File: src/rtl/rxo_pkg.sv
package rxo_pkg;

    typedef enum logic [2:0] {
        ST_IDLE,
        ST_START,
        ST_DATA,
        ST_PAR,
        ST_STOP,
        ST_HOLD,
        ST_WAIT_MARK
    } rx_state_e;

    typedef enum logic [1:0] {
        PAR_ODD   = 2'd0,
        PAR_EVEN  = 2'd1,
        PAR_MARK  = 2'd2,
        PAR_SPACE = 2'd3
    } par_mode_e;

endpackage

File: src/rtl/rxo_sync.sv
module rxo_sync #(
    parameter int STAGES = 2
) (
    input  logic clk,
    input  logic rst_n,
    input  logic din,
    output logic dout
);
    logic [STAGES-1:0] chain_q;

    always_ff @(posedge clk or negedge rst_n) begin
        if (!rst_n) begin
            chain_q <= '1;
        end else begin
            chain_q <= {chain_q[STAGES-2:0], din};
        end
    end

    assign dout = chain_q[STAGES-1];
endmodule

File: src/rtl/rxo_frame.sv
module rxo_frame
    import rxo_pkg::*;
#(
    parameter int OVS    = 16,
    parameter int DATA_W = 8
) (
    input  logic              clk,
    input  logic              rst_n,
    input  logic              tick,
    input  logic              rx,
    input  logic [1:0]        wlen,
    input  logic              par_en,
    input  logic [1:0]        par_mode,
    input  logic              stop_sel,
    output logic              done,
    output logic [DATA_W-1:0] data,
    output logic              perr,
    output logic              ferr
);
    localparam int CNT_W     = $clog2(OVS);
    localparam int IDX_W     = $clog2(DATA_W);
    localparam int MID       = OVS / 2 - 1;
    localparam int LAST      = OVS - 1;
    localparam int HOLD_LONG = OVS / 2 + OVS / 4;

    typedef struct packed {
        rx_state_e          state;
        logic [CNT_W-1:0]   cnt;
        logic [IDX_W-1:0]   idx;
        logic [DATA_W-1:0]  data;
        logic               pbit;
        logic               sbit;
        logic               seen1;
    } frame_t;

    frame_t fr_d, fr_q;

    logic [IDX_W-1:0] last_idx;
    logic [CNT_W-1:0] hold_last;
    logic             long_stop;
    logic             xor_all;

    always_comb begin
        fr_d      = fr_q;
        done      = 1'b0;
        last_idx  = IDX_W'(DATA_W - 4) + IDX_W'(wlen);
        long_stop = stop_sel && (wlen == 2'd0) && !par_en;
        hold_last = long_stop ? CNT_W'(HOLD_LONG - 1) : '0;

        if (tick) begin
            unique case (fr_q.state)
                ST_IDLE: begin
                    if (!rx) begin
                        fr_d.state = ST_START;
                        fr_d.cnt   = '0;
                    end
                end
                ST_START: begin
                    if (fr_q.cnt == CNT_W'(MID)) begin
                        if (rx) begin
                            fr_d.state = ST_IDLE;
                        end else begin
                            fr_d.state = ST_DATA;
                            fr_d.cnt   = '0;
                            fr_d.idx   = '0;
                            fr_d.data  = '0;
                            fr_d.pbit  = 1'b0;
                            fr_d.seen1 = 1'b0;
                        end
                    end else begin
                        fr_d.cnt = fr_q.cnt + 1'b1;
                    end
                end
                ST_DATA: begin
                    if (fr_q.cnt == CNT_W'(LAST)) begin
                        fr_d.cnt            = '0;
                        fr_d.data[fr_q.idx] = rx;
                        fr_d.seen1          = fr_q.seen1 | rx;
                        if (fr_q.idx == last_idx) begin
                            fr_d.state = par_en ? ST_PAR : ST_STOP;
                        end else begin
                            fr_d.idx = fr_q.idx + 1'b1;
                        end
                    end else begin
                        fr_d.cnt = fr_q.cnt + 1'b1;
                    end
                end
                ST_PAR: begin
                    if (fr_q.cnt == CNT_W'(LAST)) begin
                        fr_d.cnt   = '0;
                        fr_d.pbit  = rx;
                        fr_d.seen1 = fr_q.seen1 | rx;
                        fr_d.state = ST_STOP;
                    end else begin
                        fr_d.cnt = fr_q.cnt + 1'b1;
                    end
                end
                ST_STOP: begin
                    if (fr_q.cnt == CNT_W'(LAST)) begin
                        fr_d.cnt   = '0;
                        fr_d.sbit  = rx;
                        fr_d.state = ST_HOLD;
                    end else begin
                        fr_d.cnt = fr_q.cnt + 1'b1;
                    end
                end
                ST_HOLD: begin
                    if (fr_q.cnt == hold_last) begin
                        done       = 1'b1;
                        fr_d.cnt   = '0;
                        fr_d.state = (!fr_q.sbit && !fr_q.seen1) ? ST_WAIT_MARK : ST_IDLE;
                    end else begin
                        fr_d.cnt = fr_q.cnt + 1'b1;
                    end
                end
                ST_WAIT_MARK: begin
                    if (rx) begin
                        fr_d.state = ST_IDLE;
                    end
                end
                default: fr_d.state = ST_IDLE;
            endcase
        end

        xor_all = (^fr_q.data) ^ fr_q.pbit;
        data    = fr_q.data;
        ferr    = !fr_q.sbit;
        perr    = par_en && !par_mode[1] && (xor_all == par_mode[0]);
    end

    always_ff @(posedge clk or negedge rst_n) begin
        if (!rst_n) begin
            fr_q       <= '0;
            fr_q.state <= ST_IDLE;
            fr_q.sbit  <= 1'b1;
        end else begin
            fr_q <= fr_d;
        end
    end
endmodule

File: src/rtl/rxo_holdreg.sv
module rxo_holdreg #(
    parameter int DATA_W = 8
) (
    input  logic              clk,
    input  logic              rst_n,
    input  logic              load,
    input  logic [DATA_W-1:0] load_data,
    input  logic              load_perr,
    input  logic              load_ferr,
    input  logic              rd,
    output logic [DATA_W-1:0] data,
    output logic              full,
    output logic              ovr,
    output logic              fe,
    output logic              pe
);
    typedef struct packed {
        logic [DATA_W-1:0] data;
        logic              full;
        logic              ovr;
        logic              fe;
        logic              pe;
    } hold_t;

    hold_t hr_d, hr_q;

    always_comb begin
        hr_d = hr_q;
        if (load) begin
            if (hr_q.full && !rd) begin
                hr_d.ovr = 1'b1;
            end else begin
                hr_d.data = load_data;
                hr_d.full = 1'b1;
                hr_d.fe   = load_ferr;
                hr_d.pe   = load_perr;
                hr_d.ovr  = 1'b0;
            end
        end else if (rd) begin
            hr_d.full = 1'b0;
            hr_d.ovr  = 1'b0;
            hr_d.fe   = 1'b0;
            hr_d.pe   = 1'b0;
        end
    end

    always_ff @(posedge clk or negedge rst_n) begin
        if (!rst_n) begin
            hr_q <= '0;
        end else begin
            hr_q <= hr_d;
        end
    end

    assign data = hr_q.data;
    assign full = hr_q.full;
    assign ovr  = hr_q.ovr;
    assign fe   = hr_q.fe;
    assign pe   = hr_q.pe;
endmodule

File: src/rtl/rxo_receiver.sv
module rxo_receiver #(
    parameter int OVS         = 16,
    parameter int DATA_W      = 8,
    parameter int SYNC_STAGES = 2
) (
    input  logic              clk,
    input  logic              rst_n,
    input  logic              tick16,
    input  logic              rxd,
    input  logic [1:0]        cfg_wlen,
    input  logic              cfg_par_en,
    input  logic [1:0]        cfg_par_mode,
    input  logic              cfg_stop_sel,
    input  logic              rd_strobe,
    output logic [DATA_W-1:0] rx_data,
    output logic              rx_full,
    output logic              err_overrun,
    output logic              err_frame,
    output logic              err_parity
);
    logic              rx_s;
    logic              char_done;
    logic [DATA_W-1:0] char_data;
    logic              char_perr;
    logic              char_ferr;

    rxo_sync #(.STAGES(SYNC_STAGES)) u_sync (
        .clk  (clk),
        .rst_n(rst_n),
        .din  (rxd),
        .dout (rx_s)
    );

    rxo_frame #(.OVS(OVS), .DATA_W(DATA_W)) u_frame (
        .clk     (clk),
        .rst_n   (rst_n),
        .tick    (tick16),
        .rx      (rx_s),
        .wlen    (cfg_wlen),
        .par_en  (cfg_par_en),
        .par_mode(cfg_par_mode),
        .stop_sel(cfg_stop_sel),
        .done    (char_done),
        .data    (char_data),
        .perr    (char_perr),
        .ferr    (char_ferr)
    );

    rxo_holdreg #(.DATA_W(DATA_W)) u_hold (
        .clk      (clk),
        .rst_n    (rst_n),
        .load     (char_done),
        .load_data(char_data),
        .load_perr(char_perr),
        .load_ferr(char_ferr),
        .rd       (rd_strobe),
        .data     (rx_data),
        .full     (rx_full),
        .ovr      (err_overrun),
        .fe       (err_frame),
        .pe       (err_parity)
    );
endmodule

File: config.mk
export PLATFORM = sky130hd
export DESIGN_NAME = rxo_receiver
export DESIGN_NICKNAME = d
export VERILOG_FILES = /design/src/rtl/rxo_pkg.sv /design/src/rtl/rxo_sync.sv /design/src/rtl/rxo_frame.sv /design/src/rtl/rxo_holdreg.sv /design/src/rtl/rxo_receiver.sv
export SDC_FILE = /design/constraint.sdc
export NUM_CORES = 1
export LEC_CHECK = 0
export BUFFER_PORTS_ARGS = -buffer_cell sky130_fd_sc_hd__clkbuf_2
export CORE_MARGIN = 1.5
export CORE_UTILIZATION = 45
export CTS_CLUSTER_SIZE = 25
export DETAILED_ROUTE_END_ITERATION = 16
export MAX_ROUTING_LAYER = met4
export PLACE_DENSITY_LB_ADDON = 0.05
export SETUP_SLACK_MARGIN = 0.05
export SYNTH_ARGS = -nofsm -noshare
export SYNTH_HDL_FRONTEND = slang
export SYNTH_SLANG_ARGS = --single-unit
File: constraint.sdc
create_clock -name clk -period 4.5 [get_ports clk]
set_input_delay 0.45 -clock clk [delete_from_list [all_inputs] [get_ports clk]]
set_output_delay 0.45 -clock clk [all_outputs]
set_load 0.01 [all_outputs]
==> impl_metrics.ini <==
[cells_and_area]
synthToLayoutAreaGrowth_pct = 11.5
drive_gt1_share_pct = 22.9
final-seq-area_um2 = 880
nets = 226
post-route-cell-area_um2 = 2180
multi_input_area_um2 = 988
diodes = 0
fill_cells = 394

[timing]
relSlewSlack_pct = 42.7
period_needed_ns = 2.42
rsz0062_at_grt = no
worst_slew_pin_slew_ns = 0.860
fmax_mhz = 413
period_share_pct = 53.8
skew_ns = 0.00411
hold_viol = 0
fin_setup_tns_ns = 0
setup_viol = 0
drv_slew = 0

[grt]
grt_use_met3_pct = 4.87
overflow = 0
antenna_found_initial = 0
grt_max_degree = 36
grt.busiest_layer = met2
grt_use_met2_pct = 30.4
grt_pass1_vias = 1456
grt_use_met1_pct = 28.8
track_usage_pct = 21.0
grt_pass1_wl_mm = 6.98

[critical_path]
crit_path_start_kind = flop
worst-path-max-fanout = 12
required_ns = 4.67
reg2reg_slack_ns = 2.08
cp.arrival_ns = 2.59
reg2reg_depth = 5
critical_path_class = reg2reg
endpoint_kind = flop
timing.rr.end = u_hold.data[6]
r2r_start = u_frame.fr_q[17]

[placement]
dp_hpwl_mm = 3.02
gp_routability_congestion = 0.875
placed_area_um2 = 2090
io_buffer_count = 22

[route]
wl_mm = 4.16
drc = 0
routedWlPerCell_um = 15.7
drtPass1Iterations = 5
route.antenna.remaining_nets = 0
viasPerCell = 5.92
drt_iter0_markers = 123
num_vias = 1562

[status]
status = finished clean

[die]
io-pin-count = 23
die_area_um2 = 4740
dieWidth_um = 68.9
rows = 23
start_util_pct = 47.8
core_um2 = 4090
dieHeight_um = 68.9

[power]
leakage_nw = 1.00
p_per_area_nw_per_um2 = 459
ir_drop_mv = 0.305

[clock_tree]
htreeDepth = 2
cts.sinks = 35
insertion_delay_ns = 0.29
post_cts_buffers = 0
cts_resized = 0
cts.root.buffer_cell = clkbuf_8
cts_tree = yes
clockBufferDepth = 2
clk_pin_slew_ns = 0.07
postCtsHoldBufs = 0
cts_buffers = 5

[synth]
syn_nets = 207
synth_seq_cells = 35
ys_warn_count = 0
synth_area_leaders = dfrtp_1 (41%), mux2_2 (5.2%), o21ai_0 (5.1%)
post-synth-top-area-cell = dfrtp_1
synth.avg_cell_area_um2 = 10.1
ys.flop_type = dfrtp_1
yosysUniqueCellTypes = 47
syn_area_um2 = 1950
synth-async-reset-ratio_pct = 100
synthCells = 194
synth-edff-count = 0
seq_area_frac_synth_pct = 45.1
synth_top_area_share_pct = 41.0

[hold_path]
hold_class = in2reg
hold_end = u_sync.chain_q[0]
hold_path_depth = 1
min-delay-start = rxd

[job]
max_cap_violations = 0
## worst max-delay path by stage
stage                                 from          endpoint  depth (start not counted)
final                     u_frame.fr_q[17]    u_hold.data[6]                          5
after global routing      u_frame.fr_q[17]    u_hold.data[1]                          5
after CTS                 u_frame.fr_q[17]    u_hold.data[4]                          5
after detailed placement  u_frame.fr_q[17]    u_hold.data[4]                          5
after global placement    u_frame.fr_q[17]    u_hold.data[1]                          5
after floorplan           u_frame.fr_q[16]  u_frame.fr_q[18]                          5
## kinds of logic after synthesis
logic type                 synth area share [%]
AOI/OAI and AO/OA                          19.5
and+or+nand+nor                            15.4
DFF                                        45.1
buffers and inverters                      4.29
muxes                                      8.78
xor gates and xnor gates                   5.64
adders and majority gates                  1.28
## through the flow
stage               hold slack [ns]  worst slack (ns)  util [%]  cells  total power [mW]
finish                        0.242              2.08      53.3    264             0.998
global route                  0.229              1.90      53.3    264              1.06
CTS                           0.236              2.05      53.3    264              1.00
detailed placement            0.347              2.07      51.0    256             0.765
global placement              0.346              2.07      51.0    256             0.763
floorplan                     0.154              2.46         -    194             0.681
## report_power, final
part	switching (mW)	internal (mW)	total, mW
Clock	0.113	0.123	0.236
Combinational	0.183	0.149	0.331
Sequential	0.0780	0.353	0.431
Total	0.373	0.625	0.998
## cell type report
class / instances / area share [%]
Clock buffer: 7 / 3.97
Clock inverter: 1 / 0.230
Inverter: 12 / 2.07
Multi-Input combinational cell: 137 / 45.4
Sequential cell: 35 / 40.4
Tap cell: 50 / 2.87
Timing Repair Buffer: 22 / 5.06
## flip-flops by register name, summed over array words and instances, names as in the netlist
| register | count |
|---|---|
| u_hold.fe | 1 |
| u_hold.data | 8 |
| u_frame.fr_q | 13 |
| u_hold.ovr | 1 |
| u_sync.chain_q | 2 |
| u_hold.pe | 1 |
| u_frame.data | 8 |
| u_hold.full | 1 |
## critical path, stage by stage, from the launching register on
cell and delay, ns:
dfrtp_1 0.50, or4_1 0.55, mux2i_1 0.28, nor3b_2 0.40, nand2_2 0.25, mux2_2 0.33
## layout by cell type, fill, tap and decap left out, types with 2 or more instances in the layout
cell type,n
o41ai_1,6
clkbuf_2,22
dfstp_2,3
inv_1,12
mux2i_1,4
o31ai_1,2
xnor2_1,10
a41o_1,2
a21o_1,2
nor2_1,8
ha_1,2
nand4_1,2
or3_1,3
o21ai_0,20
mux2_4,2
dfrtp_1,32
nand2_1,11
o211ai_1,2
nand2b_1,8
mux2_2,9
a21oi_1,5
nor2b_1,2
a31oi_1,9
nand3_1,2
clkbuf_8,6
a311o_1,2
nand2_2,2
nor3_1,3
## layer usage
layer | vias up | part of all wire [%]
met5 | - | 0
met3 | 9 | 5.4
li1 | 746 | -
met4 | 0 | 1.9
met2 | 48 | 45
met1 | 759 | 47
## synth_stat cells (3+ instances only)
library cell	count
dfrtp_1	32
o21ai_0	20
inv_1	12
nand2_1	11
xnor2_1	10
a31oi_1	9
clkbuf_1	9
mux2_2	9
nand2b_1	8
nor2_1	8
o41ai_1	6
a21oi_1	5
mux2i_1	4
dfstp_2	3
nor3_1	3
or3_1	3
(Power assumes the default switching activity.)
